<file path="src/rtl/rxpc_pkg.sv">
// Package rxpc_pkg
// Shared sizes, frame offsets and protocol constants for the ingress
// priority classifier. Assumes an untagged Ethernet header layout with
// the type field at bytes 12..13.
package rxpc_pkg;
    localparam int PRIO_W = 3;
    localparam int NPRIO  = 1 << PRIO_W;
    localparam int CODE_W = 6;
    localparam int NCODE  = 1 << CODE_W;
    localparam int BYTE_W = 8;
    localparam int TYPE_W = 2 * BYTE_W;
    localparam int CNT_W  = 5;

    localparam logic [CNT_W-1:0] IDX_TYPE_HI = 5'd12;
    localparam logic [CNT_W-1:0] IDX_TYPE_LO = 5'd13;
    localparam logic [CNT_W-1:0] IDX_B14     = 5'd14;
    localparam logic [CNT_W-1:0] IDX_LAST    = 5'd15;
    localparam logic [CNT_W-1:0] IDX_SAT     = 5'd16;

    localparam logic [TYPE_W-1:0] ETH_IPV4 = 16'h0800;
    localparam logic [TYPE_W-1:0] ETH_IPV6 = 16'h86DD;
    localparam logic [3:0]        VER_4    = 4'h4;
    localparam logic [3:0]        VER_6    = 4'h6;

    typedef logic [PRIO_W-1:0] prio_t;
    typedef logic [CODE_W-1:0] code_t;
    typedef logic [BYTE_W-1:0] byte_t;
endpackage

</file>
<file path="src/rtl/rxpc_capture.sv">
// Module rxpc_capture
// Counts the bytes of the current frame and latches the type field and
// byte 14. Raises `fire` once per frame: on byte 15, or on an end byte
// that comes earlier. Assumes fr_sof is only meaningful together with
// fr_valid.
module rxpc_capture
    import rxpc_pkg::*;
(
    input  logic              clk,
    input  logic              rst_n,
    input  logic              sof,
    input  logic              valid,
    input  logic              eof,
    input  byte_t             data,
    output logic              fire,
    output logic              full,
    output logic [TYPE_W-1:0] type_q,
    output byte_t             b14_q
);
    logic [CNT_W-1:0] cnt;
    logic [CNT_W-1:0] idx;
    logic             active;
    logic             done;
    logic             acc;

    // index of the byte on the wire this cycle and whether it belongs to a frame
    always_comb begin
        idx  = sof ? '0 : cnt;
        acc  = valid & (sof | active);
        full = acc & (idx == IDX_LAST);
        fire = acc & (sof | ~done) & (full | eof);
    end

    // byte counter, frame state and field capture
    always_ff @(posedge clk) begin
        if (!rst_n) begin
            cnt    <= '0;
            active <= 1'b0;
            done   <= 1'b0;
            type_q <= '0;
            b14_q  <= '0;
        end else if (acc) begin
            if (idx != IDX_SAT) cnt <= idx + 1'b1;
            active <= ~eof;
            if (fire)     done <= 1'b1;
            else if (sof) done <= 1'b0;
            if (idx == IDX_TYPE_HI) type_q[TYPE_W-1:BYTE_W] <= data;
            if (idx == IDX_TYPE_LO) type_q[BYTE_W-1:0]      <= data;
            if (idx == IDX_B14)     b14_q                   <= data;
        end
    end
endmodule

</file>
<file path="src/rtl/rxpc_dscp_table.sv">
// Module rxpc_dscp_table
// Code-point to priority table with one synchronous write port and one
// asynchronous read port. A write becomes visible to reads after the
// edge that performs it.
module rxpc_dscp_table
    import rxpc_pkg::*;
#(
    parameter int ENTRIES = NCODE
) (
    input  logic  clk,
    input  logic  rst_n,
    input  logic  wr_en,
    input  code_t wr_addr,
    input  prio_t wr_data,
    input  code_t rd_addr,
    output prio_t rd_data
);
    prio_t tbl [ENTRIES];

    for (genvar g = 0; g < ENTRIES; g++) begin : g_ent
        // one table entry, cleared on reset and loaded by a matching write
        always_ff @(posedge clk) begin
            if (!rst_n)
                tbl[g] <= '0;
            else if (wr_en && wr_addr == code_t'(g))
                tbl[g] <= wr_data;
        end
    end

    // read the addressed entry
    always_comb rd_data = tbl[rd_addr];
endmodule

</file>
<file path="src/rtl/rxpc_decide.sv">
// Module rxpc_decide
// Combinational selection of the receive priority in fixed precedence
// (tag, IPv4, IPv6, port default) followed by the receive map lookup.
// Assumes b15 is the byte on the wire when `full` is high.
module rxpc_decide
    import rxpc_pkg::*;
(
    input  logic               full,
    input  logic [TYPE_W-1:0]  type_q,
    input  byte_t              b14,
    input  byte_t              b15,
    input  logic [TYPE_W-1:0]  cfg_vlan_type,
    input  logic               cfg_v4_en,
    input  logic               cfg_v6_en,
    input  prio_t              cfg_port_prio,
    input  logic [NPRIO*PRIO_W-1:0] cfg_rx_map,
    output code_t              tbl_addr,
    input  prio_t              tbl_data,
    output prio_t              rx_prio,
    output prio_t              hdr_prio
);
    logic is_tag, is_v4, is_v6;
    logic unused_b15;

    // the two low bits of byte 15 never take part in a code point
    always_comb unused_b15 = ^b15[1:0];

    // protocol detection and code-point extraction
    always_comb begin
        is_tag   = full && (type_q == cfg_vlan_type);
        is_v4    = full && cfg_v4_en && (type_q == ETH_IPV4) && (b14[7:4] == VER_4);
        is_v6    = full && cfg_v6_en && (type_q == ETH_IPV6) && (b14[7:4] == VER_6);
        tbl_addr = (type_q == ETH_IPV6) ? {b14[3:0], b15[7:6]} : b15[7:2];
    end

    // precedence chain and receive map
    always_comb begin
        if (is_tag)                rx_prio = b14[7:5];
        else if (is_v4 || is_v6)   rx_prio = tbl_data;
        else                       rx_prio = cfg_port_prio;
        hdr_prio = cfg_rx_map[int'(rx_prio)*PRIO_W +: PRIO_W];
    end
endmodule

</file>
<file path="src/rtl/rx_prio_classifier.sv">
// Module rx_prio_classifier
// Top level of the per-port ingress priority classifier. Registers one
// result per frame. Assumes the configuration stays stable while a frame
// is being classified.
module rx_prio_classifier
    import rxpc_pkg::*;
(
    input  logic        clk,
    input  logic        rst_n,
    input  logic        fr_valid,
    input  logic        fr_sof,
    input  logic        fr_eof,
    input  logic [7:0]  fr_data,
    input  logic [15:0] cfg_vlan_type,
    input  logic        cfg_v4_en,
    input  logic        cfg_v6_en,
    input  logic [2:0]  cfg_port_prio,
    input  logic [23:0] cfg_rx_map,
    input  logic        dscp_wr_en,
    input  logic [5:0]  dscp_wr_addr,
    input  logic [2:0]  dscp_wr_data,
    output logic        res_valid,
    output logic [2:0]  res_rx_prio,
    output logic [2:0]  res_hdr_prio
);
    logic              fire, full;
    logic [TYPE_W-1:0] type_q;
    byte_t             b14_q;
    code_t             tbl_addr;
    prio_t             tbl_data, rx_c, hdr_c;

    rxpc_capture u_cap (
        .clk(clk), .rst_n(rst_n), .sof(fr_sof), .valid(fr_valid), .eof(fr_eof),
        .data(fr_data), .fire(fire), .full(full), .type_q(type_q), .b14_q(b14_q)
    );

    rxpc_dscp_table #(.ENTRIES(NCODE)) u_tbl (
        .clk(clk), .rst_n(rst_n), .wr_en(dscp_wr_en), .wr_addr(dscp_wr_addr),
        .wr_data(dscp_wr_data), .rd_addr(tbl_addr), .rd_data(tbl_data)
    );

    rxpc_decide u_dec (
        .full(full), .type_q(type_q), .b14(b14_q), .b15(fr_data),
        .cfg_vlan_type(cfg_vlan_type), .cfg_v4_en(cfg_v4_en), .cfg_v6_en(cfg_v6_en),
        .cfg_port_prio(cfg_port_prio), .cfg_rx_map(cfg_rx_map),
        .tbl_addr(tbl_addr), .tbl_data(tbl_data), .rx_prio(rx_c), .hdr_prio(hdr_c)
    );

    // result register: strobe per frame, priorities held between strobes
    always_ff @(posedge clk) begin
        if (!rst_n) begin
            res_valid    <= 1'b0;
            res_rx_prio  <= '0;
            res_hdr_prio <= '0;
        end else begin
            res_valid <= fire;
            if (fire) begin
                res_rx_prio  <= rx_c;
                res_hdr_prio <= hdr_c;
            end
        end
    end
endmodule

</file>
<file path="config.mk">
export PLATFORM = sky130hd
export DESIGN_NAME = rx_prio_classifier
export DESIGN_NICKNAME = d
export VERILOG_FILES = /design/src/rtl/rxpc_pkg.sv /design/src/rtl/rxpc_capture.sv /design/src/rtl/rxpc_dscp_table.sv /design/src/rtl/rxpc_decide.sv /design/src/rtl/rx_prio_classifier.sv
export SDC_FILE = /design/constraint.sdc
export NUM_CORES = 1
export LEC_CHECK = 0
export BUFFER_PORTS_ARGS = -buffer_cell sky130_fd_sc_hd__buf_2
export CAP_MARGIN = 20
export CORE_MARGIN = 2
export CORE_UTILIZATION = 47
export CTS_BUF_LIST = sky130_fd_sc_hd__clkbuf_4
export DETAILED_ROUTE_END_ITERATION = 6
export PLACE_DENSITY = 0.71
export SYNTH_ARGS = -nofsm -noshare
export SYNTH_HDL_FRONTEND = slang
export SYNTH_SLANG_ARGS = --single-unit
</file>
<file path="constraint.sdc">
create_clock -name clk -period 3.9 [get_ports clk]
set_input_delay 0.195 -clock clk [delete_from_list [all_inputs] [get_ports clk]]
set_output_delay 0.195 -clock clk [all_outputs]
set_load 0.02 [all_outputs]
</file>
Yosys cells after proc, flatten, opt, wreduce, memory -nomap -nowiden

Memory sizes are Yosys's and may differ from the RTL's.
Index checks and enable logic that the tools add are counted.

Shift-type cells: 1
Equal/unequal tests: 73
Bitwise logic cells: 73
Divide/modulo/power cells: 0
Add/sub/neg operators: 1
Magnitude comparators: 0
Mux-type cells: 263
Reductions and logical operators: 79
$mul: 1

Operator list:

| kind                                                   | count |
|---|---|
| two-way mux 3 bit                                      | 66 |
| two-way mux 1 bit                                      | 195 |
| equality test 6 bit (second input constant)            | 32 |
| equality test 6 x 5 -> 1 bit (second input constant)   | 16 |
| logical AND 1 bit                                      | 71 |
| OR 1 bit                                               | 67 |
| equality test 6 x 4 -> 1 bit (second input constant)   | 8 |
| variable part select 24 x 32 -> 3 bit                  | 1 |
| equality test 6 x 3 -> 1 bit (second input constant)   | 4 |
| equality test 5 x 4 -> 1 bit (second input constant)   | 4 |
| equality test 16 x 12 -> 1 bit (second input constant) | 1 |
| equality test 16 bit                                   | 1 |
| equality test 16 bit (second input constant)           | 1 |
| equality test 6 x 2 -> 1 bit (second input constant)   | 2 |
| AND reduction 2 bit                                    | 5 |
| equality test 4 x 3 -> 1 bit (second input constant)   | 2 |
| equality test 6 x 1 -> 1 bit (second input constant)   | 1 |
| zero test 6 bit                                        | 1 |
| two-way mux 6 bit                                      | 1 |
| adder 5 x 1 -> 5 bit (second input constant)           | 1 |
| multiplier 3 x 2 -> 5 bit (second input constant)      | 1 |
| two-way mux 5 bit                                      | 1 |
| inequality test 5 bit (second input constant)          | 1 |
| bitwise AND 1 bit                                      | 4 |
| other kinds (3)                                        | 4 |

RAM bits: 192
Logic and storage cells: 501
Register bits: 38
Output and inout port bits: 7
Bits in latches: 0
Memories kept: 1
Input port bits: 68
Bits in read-only memories: 0

Memory list:

| memory    | depth | bits a word | read ports | clocked after Yosys merged registers in | wr ports | line                  | source |
|---|---|---|---|---|---|---|---|
| u_tbl.tbl | 64    | 3           | 1          | 0                                       | 64       | rxpc_dscp_table.sv:18 | `prio_t tbl [ENTRIES];` |

Logic depth before layout (Yosys ltp)

Depth after elaboration: 11
Mapped depth: 17
Gate-level depth less buffers: 15

Cells and area by module

Synthesis repeated with hierarchy kept, for this count alone.

Cells, all modules: 981
Area total of the unflattened synthesis: 11476.0 um^2

By module, submodules not included:

| module             | area an instance (um^2) | sequential area each (um^2) | times used | cells an instance |
|---|---|---|---|---|
| rxpc_dscp_table    | 9024.9                  | 5765.5                      | 1          | 719 |
| rxpc_capture       | 1390.1                  | 620.6                       | 1          | 145 |
| rxpc_decide        | 804.5                   | 0.0                         | 1          | 96 |
| rx_prio_classifier | 256.5                   | 140.1                       | 1          | 21 |

Least setup slack after synthesis

OpenSTA, ideal clock, no wires.

Kind: flip-flop to flip-flop
From: register u_cap.type_q[8]
To: register res_hdr_prio[1]
Clock period less this slack: 3940 ps
Arrival time: 3855 ps
Slack: -40 ps
Path buffers: 4
Setup time: 86 ps
Data required time: 3814 ps
Cell stages (with the launch flop): 16
Cell sequence: dfxtp_1 > or4_4 > nor4_4 > mux2i_1 > buf_2 > buf_2 > clkbuf_1 > nand3_1 > and3_1 > o21ai_0 > nand4_1 > a21oi_1 > buf_4 > a21oi_1 > a22o_1 > a211oi_1

Cells in the longest elaborated chain, start to end: 8
Elaborated cells on any way between the ends: 15
Those cells by class: mul: 1; eq/ne: 3; shift: 1; mux: 3; reduce/logical: 6; memory: 1

Ends and longest elaborated chain:

| element                                                     | line                     | source |
|---|---|---|
| start, declared                                             | rxpc_capture.sv:17       | `output logic [TYPE_W-1:0] type_q,` |
| start signal, assigned by index                             | rxpc_capture.sv:47       | `if (idx == IDX_TYPE_HI) type_q[TYPE_W-1:BYTE_W] <= data;` |
| start signal, assigned by index                             | rxpc_capture.sv:48       | `if (idx == IDX_TYPE_LO) type_q[BYTE_W-1:0] <= data;` |
| branches (longest 5 deep; another with memory (64 x 3 bit)) | --                       |  |
| two-way mux 3 bit *                                         | rxpc_decide.sv:38        | `if (is_tag) rx_prio = b14[7:5];` |
| multiplier 3 x 2 -> 5 bit *                                 | rxpc_decide.sv:41        | `hdr_prio = cfg_rx_map[int'(rx_prio)*PRIO_W +: PRIO_W];` |
| variable part select 24 x 32 -> 3 bit *                     | rxpc_decide.sv:41        |  |
| end signal, assigned                                        | rx_prio_classifier.sv:59 | `res_hdr_prio <= hdr_c;` |
| end, declared                                               | rx_prio_classifier.sv:24 | `output logic [2:0] res_hdr_prio` |

Every way passes the cells marked *.
A chain may end at the register's enable or synchronous reset.

Worst setup path in the final report

From: register u_cap.type_q[13]
To: register res_hdr_prio[1]

Same word-level chain as after synthesis.

==> metrics.csv <==
stage;metric;value;unit
finish;finalCoreUtilization;58.3;%
status;run_status;finished with violations;
synthesis;netlist_area;11600;um^2
placed_design;dp.final_hpwl;25900;um
cts;clock-sinks;230;
floorplan;die_x;161;um
detailed_routing;drt_first_iter_violations;1407;
finish;flow.area_growth_from_synthesis;21.8;%
detailed_routing;routed_wirelength;39600;um
cts;num_cts_buffers;60;
critical_path;path_cells;or4_4 > nor4_4 > buf_6 > mux2_2 > nor2_1 > a32oi_1 > a21oi_2 > a311o_1 > o21ai_4 > buf_4 > clkbuf_16 > o21ai_0 > o311ai_1 > a21oi_2 > a211oi_2;
critical_path;worst_path_most_repeated_cell;sky130_fd_sc_hd__a21oi_2;
detailed_routing;vias_per_cell;6.12;
synthesis;synth_cells;1163;
synthesis;ys_dominant_reg_cell;sky130_fd_sc_hd__edfxtp_1;
pwr;clock_power_share;36.8;%
timing;timing_worst_slew_pin_value;1.15;ns
floorplan;die_height;161;um
critical_path;reg2reg_depth;15;
detailed_routing;avgRoutedWirePerCell;23.3;um
finish;post_route_cells_drive_above_1_share;22.0;%
synthesis;synth_warnings;0;
critical_path;cpLargestDelayFamily;compound AO/OA/AOI/OAI gates;
global_routing;grt_antenna_before_repair;2;
synthesis;yosysUniqueCellTypes;66;
global_routing;grt_pass1_vias;9734;
finish;design.final.nets;1402;
min_path;worst_hold_stages;4;
synthesis;post_synth.cell_area_avg;10.0;um^2
detailed_routing;drt-pass1-iter-count;6;
cts;tritoncts;yes;
detailed_routing;drt.antenna.violating_nets;0;
cts;cts.htree.levels;2;
global_routing;total_grt_overflow;0;
critical_path;cp-end-kind;flop;
floorplan;placeableCoreArea;24300;um^2
min_path;min_from;rst_n;
critical_path;worst-r2r-setup-slack;-0.11;ns
pwr;peakVddDrop;0.255;mV
pwr;swShare;26.9;%
floorplan;initial_core_util;47.9;%
pwr;leakage;5.17;nW
timing;finalClockSkew;0.0470;ns
detailed_routing;drc;0;
critical_path;setup.worst_path.start_class;flop;
critical_path;cp_slowest_cell;sky130_fd_sc_hd__or4_4;
synthesis;synth_nets;1236;
pwr;p_int;0.00403;W
global_routing;grt_pass1_wl;56500;um
timing;finalCritPeriodShare;103;%
pwr;power_frac_comb;11.8;%
pwr;p_switching;0.00148;W
min_path;min_path_type;in2reg;
synthesis;synth_seq_area_share;56.0;%
timing;fmax;250;MHz
finish;multi_input_area;5030;um^2
placed_design;portBuffers;74;
timing;timing.final.setup_violations;1;
flow_run;maxCapViolCount;0;
timing;layout_min_cycle_time;4.01;ns
cts;clk_root_buffer_cell;sky130_fd_sc_hd__clkbuf_4;
timing;slew_viol_final;0;
cts;worst_skew_pair.late_latency;0.71;ns
floorplan;fp-row-count;57;
global_routing;gr-usage-all-layers;28.8;%
placed_design;cell_count_post_placement;1528;
timing;layout_setup_ws;-0.108;ns
critical_path;cp_slowest_stage_delay;0.56;ns
critical_path;crit_buf_inv;3;
synthesis;synth-edff-count;192;
timing;max-slew-margin-rel;23.6;%
placed_design;gp_congestion;1.01;
pwr;seqPwrFrac;51.5;%
critical_path;criticalPathCategory;reg2reg;
min_path;worstHoldEndpoint;u_cap.b14_q[6];
status;violations_in_the_final_reports;setup timing;
detailed_routing;detailroute.via_count;10400;
global_routing;maximum_number_of_pins_on_one_net_before_global_route_repair;70;
synthesis;synth.ff_latch_count;230;
critical_path;timing.rr.end;res_hdr_prio[1];
timing;unrepaired_setup_endpoints_after_global_routing;true;
critical_path;path_max_fanout;14;
critical_path;worstPathArrival;4.59;ns
pwr;power_density;389;nW/um^2
finish;fill_cells;2047;
floorplan;design.die.area;26100;um^2
finish;ff_latch_area;6530;um^2
critical_path;required_arrival_time_at_the_worst_endpoint;4.48;ns
finish;final_cell_count_no_fill;1701;
cts;clock_slew_at_the_register_clock_pins_of_the_worst_setup_and_hold_paths;0.07;ns
synthesis;synth-async-reset-ratio;0;%
timing;hold_viol;0;
critical_path;r2r_start;u_cap.type_q[13];
cts;longest_clk_path_bufs;3;
floorplan;ports;75;
flip-flops by register name, indices dropped and copies added (netlist names):
register	flops
u_cap.type_q	16
u_cap.active	1
res_rx_prio	3
res_valid	1
u_cap.done	1
res_hdr_prio	3
u_cap.cnt	5
u_cap.b14_q	8
u_tbl.tbl	192
logic make-up (layout without fill, tap and decap cells):
kind of cell | Yosys count | count (layout) | share of synthesized area [%]
muxes | 92 | 94 | 8.45
other | 0 | 4 | 0
buffers and inverters | 85 | 292 | 3.39
and+or+nand+nor | 541 | 542 | 19.9
DFF | 230 | 230 | 56.0
xor gates and xnor gates | 16 | 16 | 1.20
AOI/OAI and AO/OA | 194 | 194 | 10.5
adders and majority gates | 5 | 5 | 0.537
worst reg2reg max path, stage by stage (launching register included):
cell and delay, ns:
sky130_fd_sc_hd__dfxtp_2 0.33, sky130_fd_sc_hd__or4_4 0.56, sky130_fd_sc_hd__nor4_4 0.34, sky130_fd_sc_hd__buf_6 0.23, sky130_fd_sc_hd__mux2_2 0.44, sky130_fd_sc_hd__nor2_1 0.30
sky130_fd_sc_hd__a32oi_1 0.18, sky130_fd_sc_hd__a21oi_2 0.24, sky130_fd_sc_hd__a311o_1 0.24, sky130_fd_sc_hd__o21ai_4 0.08, sky130_fd_sc_hd__buf_4 0.16, sky130_fd_sc_hd__clkbuf_16 0.15
sky130_fd_sc_hd__o21ai_0 0.25, sky130_fd_sc_hd__o311ai_1 0.20, sky130_fd_sc_hd__a21oi_2 0.18, sky130_fd_sc_hd__a211oi_2 0.05
what timing repair did:
item | 4_1_cts | 5_1_grt
buffers inserted | 1 | 21
hold endpoints to repair | 33 | 1
hold buffers | 32 | 2
setup endpoints to repair | 3 | 4
pin swaps | 2 | 21
resized for setup | 2 | 68
cloned | 0 | 6
stage by stage:
stage,area (um^2),hold WS [ns],TNS [ns],setup slack (ns),power [W]
CTS,13600,0.00253,-0.0184,-0.0184,0.00545
floorplan,11600,0.292,0,0.0331,0.00317
detailed placement,12500,0.414,-0.352,-0.165,0.00342
global route,14200,0.0727,-0.283,-0.186,0.00571
global placement,12500,0.404,-0.0146,-0.0112,0.00341
finish,14200,0.0727,-0.108,-0.108,0.00551
layout make-up:
type                            instances  area share (%)
Antenna cell                            4          0.0706
Clock buffer                           86            4.55
Clock inverter                         20           0.626
Inverter                                9           0.238
Multi-Input combinational cell        851            35.5
Sequential cell                       230            46.0
Tap cell                              324            2.86
Timing Repair Buffer                  177            10.2
worst max-delay path by stage:
stage / startpoint / endpoint / cells past startpoint
finish: u_cap.type_q[13] / res_hdr_prio[1] / 15
global placement: u_cap.type_q[8] / res_hdr_prio[1] / 14
floorplan: u_cap.type_q[8] / res_hdr_prio[1] / 15
CTS: u_cap.type_q[8] / res_hdr_prio[1] / 14
global route: u_cap.cnt[1] / res_hdr_prio[1] / 16
detailed placement: u_cap.type_q[8] / res_hdr_prio[1] / 14
metal layers:
layer  vias to the layer above  track usage [%]  wire length (um)
met5                         -                0                 0
met4                         0             11.7              1670
met3                       133             6.42              4600
met2                       775             47.0             18600
met1                      4948             37.5             14800
li1                       4548                -                 -
synthesized netlist by cell type, types with 6 or more instances:
| master | number | area share [%] |
|---|---|---|
| sky130_fd_sc_hd__mux2i_1 | 80 | 6.9 |
| sky130_fd_sc_hd__nor2_1 | 259 | 8.3 |
| sky130_fd_sc_hd__mux2_2 | 7 | 0.68 |
| sky130_fd_sc_hd__nand2b_1 | 8 | 0.43 |
| sky130_fd_sc_hd__a22oi_1 | 6 | 0.39 |
| sky130_fd_sc_hd__a21oi_1 | 32 | 1.4 |
| sky130_fd_sc_hd__and3_1 | 9 | 0.48 |
| sky130_fd_sc_hd__clkbuf_1 | 49 | 1.6 |
| sky130_fd_sc_hd__xnor2_1 | 12 | 0.90 |
| sky130_fd_sc_hd__nor3_1 | 9 | 0.39 |
| sky130_fd_sc_hd__nand3_1 | 35 | 1.5 |
| sky130_fd_sc_hd__o21ai_0 | 82 | 3.5 |
| sky130_fd_sc_hd__nand4_1 | 13 | 0.70 |
| sky130_fd_sc_hd__nor2b_1 | 9 | 0.48 |
| sky130_fd_sc_hd__buf_4 | 6 | 0.39 |
| sky130_fd_sc_hd__nand2_1 | 170 | 5.5 |
| sky130_fd_sc_hd__buf_2 | 13 | 0.56 |
| sky130_fd_sc_hd__nor4_1 | 6 | 0.32 |
| sky130_fd_sc_hd__inv_1 | 7 | 0.23 |
| sky130_fd_sc_hd__a31oi_1 | 6 | 0.32 |
| sky130_fd_sc_hd__a211oi_1 | 13 | 0.84 |
| sky130_fd_sc_hd__a22o_1 | 11 | 0.83 |
| sky130_fd_sc_hd__dfxtp_1 | 38 | 6.5 |
| sky130_fd_sc_hd__a32oi_1 | 8 | 0.60 |
| sky130_fd_sc_hd__edfxtp_1 | 192 | 49 |
power groups by stage:
stage | registers (W) | logic, W | clock network [W]
final | 0.00284 | 0.000649 | 0.00203
after global routing | 0.00284 | 0.000682 | 0.00218
after CTS | 0.00283 | 0.000564 | 0.00206
after detailed placement | 0.00288 | 0.000535 | 0
after global placement | 0.00288 | 0.000529 | 0
after floorplan | 0.00285 | 0.000323 | 0
placed cells by master, fill, tap and decap left out, types with 12 or more instances in the layout:
cell type	synthesis	layout
sky130_fd_sc_hd__dlygate4sd3_1	0	34
sky130_fd_sc_hd__nand3_1	35	35
sky130_fd_sc_hd__edfxtp_1	192	192
sky130_fd_sc_hd__xnor2_1	12	12
sky130_fd_sc_hd__nand2_1	170	170
sky130_fd_sc_hd__clkinv_1	1	15
sky130_fd_sc_hd__a21oi_1	32	27
sky130_fd_sc_hd__buf_4	6	50
sky130_fd_sc_hd__mux2i_1	80	72
sky130_fd_sc_hd__nand4_1	13	13
sky130_fd_sc_hd__clkbuf_4	0	86
sky130_fd_sc_hd__o21ai_0	82	79
sky130_fd_sc_hd__buf_2	13	74
sky130_fd_sc_hd__nor2_1	259	256
sky130_fd_sc_hd__dfxtp_1	38	36
Note: power is estimated with default switching activity, not from simulation.
